[src/rtl/dpa_pkg.sv]
package dpa_pkg;
  typedef enum logic [1:0] {
    OWN_NONE  = 2'd0,
    OWN_LEFT  = 2'd1,
    OWN_RIGHT = 2'd2
  } owner_e;

  localparam int NPORT = 2;
  localparam int PL    = 0;
  localparam int PR    = 1;
endpackage

[src/rtl/dpa_match.sv]
module dpa_match #(
  parameter int AW    = 14,
  parameter int NPORT = 2
) (
  input  logic                      clk,
  input  logic                      rst,
  input  logic [NPORT-1:0]          en,
  input  logic [NPORT-1:0][AW-1:0]  addr,
  output logic                      match,
  output logic [NPORT-1:0]          stay
);
  logic [NPORT-1:0]         en_q;
  logic [NPORT-1:0][AW-1:0] addr_q;

  assign match = en[0] && en[1] && (addr[0] == addr[1]);

  for (genvar p = 0; p < NPORT; p++) begin : g_port
    always_ff @(posedge clk) begin
      if (rst) begin
        en_q[p]   <= 1'b0;
        addr_q[p] <= '0;
      end else begin
        en_q[p]   <= en[p];
        addr_q[p] <= addr[p];
      end
    end
    // port was already sitting on this address last clock
    assign stay[p] = en_q[p] && en[p] && (addr_q[p] == addr[p]);
  end
endmodule

[src/rtl/dpa_owner.sv]
module dpa_owner
  import dpa_pkg::*;
(
  input  logic       clk,
  input  logic       rst,
  input  logic       mst,
  input  logic       match,
  input  logic [1:0] stay,
  output owner_e     own_q,
  output owner_e     own_nxt
);
  always_comb begin
    if (!mst || !match)
      own_nxt = OWN_NONE;
    else if (own_q != OWN_NONE)
      own_nxt = own_q;
    else if (stay[PR] && !stay[PL])
      own_nxt = OWN_RIGHT;
    else
      own_nxt = OWN_LEFT;
  end

  always_ff @(posedge clk) begin
    if (rst) own_q <= OWN_NONE;
    else     own_q <= own_nxt;
  end
endmodule

[src/rtl/dpa_slave_sync.sv]
module dpa_slave_sync (
  input  logic clk,
  input  logic rst,
  input  logic bin_n,
  output logic settled
);
  logic bin_q;

  always_ff @(posedge clk) begin
    if (rst) bin_q <= 1'b1;
    else     bin_q <= bin_n;
  end

  // high now and high on the previous clock
  assign settled = bin_n && bin_q;
endmodule

[src/rtl/dp_contend_arb.sv]
module dp_contend_arb
  import dpa_pkg::*;
#(
  parameter int AW = 14
) (
  input  logic          clk,
  input  logic          rst,
  input  logic          mst_mode,
  input  logic          l_en,
  input  logic [AW-1:0] l_addr,
  input  logic          l_wr,
  input  logic          r_en,
  input  logic [AW-1:0] r_addr,
  input  logic          r_wr,
  input  logic          l_busy_in_n,
  input  logic          r_busy_in_n,
  output logic          l_busy_n,
  output logic          r_busy_n,
  output logic          l_wr_g,
  output logic          r_wr_g
);
  logic [NPORT-1:0]         en_v, wr_v, bin_v, busy_v, wrg_v, lose_v, ok_v;
  logic [NPORT-1:0][AW-1:0] addr_v;
  logic                     match;
  logic [NPORT-1:0]         stay;
  owner_e                   own_q, own_nxt;

  assign en_v   = {r_en, l_en};
  assign wr_v   = {r_wr, l_wr};
  assign bin_v  = {r_busy_in_n, l_busy_in_n};
  assign addr_v = {r_addr, l_addr};

  dpa_match #(.AW(AW), .NPORT(NPORT)) u_match (
    .clk(clk), .rst(rst), .en(en_v), .addr(addr_v),
    .match(match), .stay(stay)
  );

  dpa_owner u_owner (
    .clk(clk), .rst(rst), .mst(mst_mode), .match(match), .stay(stay),
    .own_q(own_q), .own_nxt(own_nxt)
  );

  assign lose_v[PL] = (own_nxt == OWN_RIGHT);
  assign lose_v[PR] = (own_nxt == OWN_LEFT);

  for (genvar p = 0; p < NPORT; p++) begin : g_port
    logic busy_r, wrg_r;

    dpa_slave_sync u_sync (
      .clk(clk), .rst(rst), .bin_n(bin_v[p]), .settled(ok_v[p])
    );

    always_ff @(posedge clk) begin
      if (rst) begin
        busy_r <= 1'b1;
        wrg_r  <= 1'b0;
      end else if (mst_mode) begin
        busy_r <= !lose_v[p];
        wrg_r  <= en_v[p] && wr_v[p] && !lose_v[p];
      end else begin
        busy_r <= bin_v[p];
        wrg_r  <= en_v[p] && wr_v[p] && ok_v[p];
      end
    end

    assign busy_v[p] = busy_r;
    assign wrg_v[p]  = wrg_r;
  end

  assign l_busy_n = busy_v[PL];
  assign r_busy_n = busy_v[PR];
  assign l_wr_g   = wrg_v[PL];
  assign r_wr_g   = wrg_v[PR];
endmodule

[config.mk]
export PLATFORM = sky130hd
export DESIGN_NAME = dp_contend_arb
export DESIGN_NICKNAME = d
export VERILOG_FILES = /design/src/rtl/dpa_pkg.sv /design/src/rtl/dpa_match.sv /design/src/rtl/dpa_owner.sv /design/src/rtl/dpa_slave_sync.sv /design/src/rtl/dp_contend_arb.sv
export SDC_FILE = /design/constraint.sdc
export NUM_CORES = 1
export LEC_CHECK = 0
export BUFFER_PORTS_ARGS = -buffer_cell sky130_fd_sc_hd__buf_2
export CAP_MARGIN = 30
export CORE_MARGIN = 3
export CORE_UTILIZATION = 38
export CTS_BUF_LIST = sky130_fd_sc_hd__clkbuf_4
export DETAILED_ROUTE_END_ITERATION = 8
export PLACE_DENSITY = 0.65
export SETUP_SLACK_MARGIN = 0.15
export SYNTH_ARGS = -nofsm -noshare
export SYNTH_HDL_FRONTEND = slang
export SYNTH_SLANG_ARGS = --single-unit
[constraint.sdc]
create_clock -name clk -period 3 [get_ports clk]
set_clock_uncertainty 0.15 [all_clocks]
set_input_delay 0.3 -clock clk [delete_from_list [all_inputs] [get_ports clk]]
set_output_delay 0.3 -clock clk [all_outputs]
set_load 0.1 [all_outputs]
=== Word level (Yosys, flattened, before mapping) ===
Cells that the tools add are included.

* Bits in registers: 38
* Latch bits: 0
* Bits in writable memories: 0
* Memory bits (read-only): 0
* Memories kept: 0

* Add/sub/neg operators: 0
* $mul: 0
* Div/mod/pow operators: 0
* Order comparisons: 0
* Equal/unequal tests: 5
* Shift operators: 0
* Multiplexer cells: 7
* Bitwise logic cells: 0
* Reductions and logical operators: 22

{| class="wikitable"
|+ Operators with widths
! kind !! count
|-
| $eq 14x14->1 || 3
|-
| $logic_and 1x1->1 || 15
|-
| $mux 2 || 3
|-
| $logic_not 1->1 || 5
|-
| $mux 1 || 4
|-
| $eq 2x1->1 const B || 1
|-
| $eq 2x2->1 const B || 1
|-
| $reduce_bool 2->1 || 1
|-
| $logic_or 1x1->1 || 1
|}

=== Longest topological paths before layout ===
* Depth after elaboration: 11
* Gate-level depth with buffers: 5

=== By module ===
A second synthesis with hierarchy kept.

* Cell total of the unflattened synthesis: 154
* Area, all modules: 1,612.8 um^2

{| class="wikitable"
|+ By module, submodules not included
! module !! instances !! cells an instance !! area each (um^2) !! sequential area each (um^2)
|-
| dpa_match || 1 || 123 || 1,293.7 || 600.6
|-
| dp_contend_arb || 1 || 14 || 155.1 || 80.1
|-
| dpa_owner || 1 || 11 || 96.3 || 40.0
|-
| dpa_slave_sync || 2 || 3 || 33.8 || 20.0
|}

=== Worst setup path before layout ===
Ideal clock, no wire load.

* Kind: register to register
* From: register u_match.addr_q[9] in the netlist's numbering
* To: register u_owner.own_q[1]
* Setup time: 0.115 ns
* Arrival: 1.508 ns
* Data required time: 2.735 ns
* Setup slack: 1.227 ns
* Cell stages (with the launch flop): 6
* Path buffers: 0
* Path through: dfxtp_1 -> xor2_1 -> or4_4 -> nor4_4 -> nor2_1 -> o21a_1

* Longest elaborated chain between the ends: 7

{| class="wikitable"
|+ RTL lines
! item !! RTL line !! text
|-
| from (decl) || dpa_match.sv:13 || <nowiki>logic [NPORT-1:0][AW-1:0] addr_q;</nowiki>
|-
| from (signal, indexed assignment) || dpa_match.sv:24 || <nowiki>addr_q[p] <= addr[p];</nowiki>
|-
| $eq 14x14->1 || dpa_match.sv:28 || <nowiki>assign stay[p] = en_q[p] && en[p] && (addr_q[p] == addr[p]);</nowiki>
|-
| $logic_and 1x1->1 || dpa_match.sv:28 ||
|-
| $logic_not 1->1 || dpa_owner.sv:17 || <nowiki>else if (stay[PR] && !stay[PL])</nowiki>
|-
| $logic_and 1x1->1 || dpa_owner.sv:17 ||
|-
| $mux 2 || dpa_owner.sv:17 ||
|-
| $mux 2 || dpa_owner.sv:15 || <nowiki>else if (own_q != OWN_NONE)</nowiki>
|-
| $mux 2 || dpa_owner.sv:13 || <nowiki>if (!mst || !match)</nowiki>
|-
| to (signal assigned) || dpa_owner.sv:25 || <nowiki>else own_q <= own_nxt;</nowiki>
|-
| to (decl) || dpa_owner.sv:9 || <nowiki>output owner_e own_q,</nowiki>
|}

Every way passes these cells.
A chain may end at the register's enable or synchronous reset.

=== Worst setup path after layout ===
* From: register u_match.addr_q[25] in the netlist's numbering
* To: register g_port[1].wrg_r (netlist: r_wr_g)

* Longest elaborated chain between the ends: 10

{| class="wikitable"
|+ RTL lines
! item !! RTL line !! text
|-
| $eq 14x14->1 || dpa_match.sv:28 ||
|-
| $logic_and 1x1->1 || dpa_match.sv:28 ||
|-
| $logic_and 1x1->1 || dpa_owner.sv:17 ||
|-
| $mux 2 || dpa_owner.sv:17 ||
|-
| $mux 2 || dpa_owner.sv:15 ||
|-
| $mux 2 || dpa_owner.sv:13 ||
|-
| $eq 2x1->1 || dp_contend_arb.sv:44 || <nowiki>assign lose_v[PR] = (own_nxt == OWN_LEFT);</nowiki>
|-
| $logic_not 1->1 || dp_contend_arb.sv:59 || <nowiki>wrg_r <= en_v[p] && wr_v[p] && !lose_v[p];</nowiki>
|-
| $logic_and 1x1->1 || dp_contend_arb.sv:59 ||
|-
| $mux 1 || dp_contend_arb.sv:57 || <nowiki>end else if (mst_mode) begin</nowiki>
|-
| to (signal assigned) || dp_contend_arb.sv:59 ||
|-
| to (signal assigned) || dp_contend_arb.sv:62 || <nowiki>wrg_r <= en_v[p] && wr_v[p] && ok_v[p];</nowiki>
|-
| to (decl) || dp_contend_arb.sv:47 || <nowiki>logic busy_r, wrg_r;</nowiki>
|}

Every way passes these cells.

==> flow_summary.json <==
{
  "dr_total_vias": 1280,
  "layout_min_cycle_time_ns": 1.89,
  "synth_edf_count": 0,
  "postCtsSetupBuffers": 0,
  "drcViolationCount": 0,
  "ios": 41,
  "vdd.ir_drop.worst_v": 0.000269,
  "detail_route.wirelength_mm": 3.41,
  "post_cts_resized": 0,
  "grt_use_total": 0.144,
  "tritoncts.num_buffers": 5,
  "clockPowerShare": 0.246,
  "worstSetupEndpointType": "flop",
  "fmaxAchievable_mhz": 530,
  "drive_above_1_share": 0.255,
  "timing_worst_setup_path_type": "flop to flop",
  "antenna_viol_nets_final": 0,
  "htree_num_levels": 2,
  "clockBufferDepth": 2,
  "slew_violations": 0,
  "use_met3": 0.0471,
  "outcome": "complete, no violations",
  "timing.final.crit_share": 0.628,
  "switching_fraction_of_total_power": 0.268,
  "timing.max_slew.rel_slack": 0.577,
  "setup_repair_after_global_routing_missed_its_margin": "no",
  "clock_latency_ns": 0.33,
  "post-layout-total-power_uw": 927,
  "groute.layer.met1.usage": 0.176,
  "drt_pre_antenna_iters": 4,
  "gr-usage-met2": 0.240,
  "drt-initial-drc-count": 36,
  "netlist_area_mm2": 0.00168,
  "postSynthRegisterBits": 38,
  "first_global_vias": 1268,
  "hold_viol": 0,
  "route.detailed.vias_per_inst": 4.96,
  "switching_power_of_the_nets_uw": 248,
  "cts_sinks": 38,
  "netlist.top_cell.by_area": "dfxtp_1",
  "antenna-diode-count": 0,
  "grt_first_pass_wirelength_mm": 5.82,
  "worstMarginPinSlew_ns": 0.635,
  "cts_tree": "built",
  "finalWeightedCongestion": 0.825,
  "fp.dieH_um": 72.4,
  "netlist_top_cells_area": "dfxtp_1 45%, xnor2_1 13%, nor2b_1 11%, xor2_1 8.9%, nand4_1 3.7%",
  "worst_path_largest_cell_delay_ns": 0.53,
  "post-synth-top-count-cell": "dfxtp_1",
  "grt_antenna_before_repair": 0,
  "area_of_the_core_region_mm2": 0.00412,
  "ctsHoldBuffers": 0,
  "max-cap-violations": 0,
  "overflow": 0,
  "synth_commonest_cells": "38 x dfxtp_1, 30 x nor2b_1, 24 x xnor2_1, 17 x xor2_1, 10 x nand4_1",
  "cts.root.buffer_cell": "clkbuf_4",
  "crit_family": "simple AND/OR/NAND/NOR gates",
  "dp_hpwl_mm": 2.68,
  "share_comb_of_total_power": 0.173,
  "grt_max_degree": 37,
  "crit_arrival_ns": 1.99,
  "cp.buffers_inverters": 0,
  "yosys_warnings": 0,
  "synth-seq-area-share": 0.454,
  "floorplan.die_area_mm2": 0.00524,
  "std_cell_rows": 23,
  "finish.instance_area_mm2": 0.00197,
  "leakagePower_uw": 0.000780,
  "postSynth.asyncResetShare": 0,
  "synth_largest_type_area_fraction": 0.454,
  "area_delta_synth_final_pct": 17.5,
  "count_of_buffers_from_port_buffering": 40,
  "postPlaceCellArea_mm2": 0.00193,
  "synth.lib_cells_used.distinct": 28,
  "critical_path_peak_fanout": 2,
  "avgSynthCellArea_um2": 10.2,
  "critical_path_required_ns": 3.11,
  "grt_most_used_layer": "met2",
  "finish.net_count": 246,
  "hold_path_class": "input port to flop",
  "routed_wire_length_per_instance_um": 13.2,
  "setup_violations": 0,
  "final_cell_utilization_of_the_core": 0.478,
  "crit_path_cell_trace": "xnor2_1 -> nand4_1 -> or4_1 -> or2_1 -> a211oi_2",
  "int_power_uw": 679,
  "initial_core_utilization": 0.407,
  "worst_setup_hold_path_clk_slew_ns": 0.10,
  "synth_nets": 202,
  "die_width_um": 72.4,
  "start_kind": "flop",
  "yosys_most_used_dff": "dfxtp_1",
  "power.share.sequential": 0.581,
  "power_density_mw_per_mm2": 471,
  "cpMaxStageDelayCell": "or4_1",
  "synthCells": 165,
  "tns_ns": 0
}
metrics by stage:
| stage | setup slack (ns) | hold WS, ns | std cells |
|---|---|---|---|
| detailed placement | 1.01 | 0.368 | 252 |
| floorplan | 1.23 | 0.222 | 165 |
| global placement | 1.02 | 0.374 | 252 |
| CTS | 1.11 | 0.0122 | 258 |
| finish | 1.11 | 0.0244 | 258 |
| global route | 0.961 | 0.0140 | 258 |
layout make-up:
class | count | area, um2
Fill cell | 411 | 2150
Multi-Input combinational cell | 124 | 903
Sequential cell | 38 | 761
Timing Repair Buffer | 40 | 200
Tap cell | 50 | 62.6
Clock buffer | 5 | 37.5
Clock inverter | 1 | 3.75
path summary, 6_finish.rpt:
kind                 startpoint                endpoint  depth (start not counted)  slack (ns)
max          u_match.addr_q[25]                  r_wr_g                          5        1.11
min reg2reg    u_owner.own_q[1]        u_owner.own_q[1]                          1        0.40
max reg2reg  u_match.addr_q[25]                  r_wr_g                          5        1.11
min                 l_busy_in_n  g_port[0].u_sync.bin_q                          2        0.02
per-layer routing:
layer  vias to the layer above  share of wire
li1                        647              -
met5                         -              0
met1                       596           0.45
met3                         5          0.062
met4                         0          0.016
met2                        32           0.48
cell usage in the layout, fill, tap and decap left out, types with 3 or more instances in the layout:
cell type | synthesis | final
buf_2 | 0 | 40
dfxtp_1 | 38 | 38
nor2b_1 | 30 | 30
xnor2_1 | 24 | 24
xor2_1 | 17 | 17
nand4_1 | 10 | 10
nor4_1 | 6 | 6
nand3_1 | 5 | 5
clkbuf_4 | 0 | 5
nor3_1 | 4 | 4
or2_2 | 3 | 3
nand2_1 | 3 | 3
a21oi_1 | 3 | 3
cells by family after synthesis:
logic type,after synthesis,synth area share
AO/OA/AOI/OAI,9,0.0366
XOR/XNOR,42,0.224
buffers and inverters,3,0.00672
AND/OR/NAND/NOR,73,0.279
flip-flops,38,0.454
power groups by stage:
stage                     logic, uW  clock network, uW  registers [uW]
final                           160                228             539
after global routing            178                266             542
after floorplan                85.3                  0             564
after global placement          160                  0             550
after CTS                       162                241             539
after detailed placement        161                  0             551
flip-flops by register name, indices dropped and copies added (netlist names):
| signal | cells |
|---|---|
| u_owner.own_q | 2 |
| l_wr_g | 1 |
| l_busy_n | 1 |
| u_match.en_q | 2 |
| r_wr_g | 1 |
| g_port.u_sync.bin_q | 2 |
| r_busy_n | 1 |
| u_match.addr_q | 28 |
Note: power is estimated with default switching activity, not from simulation.
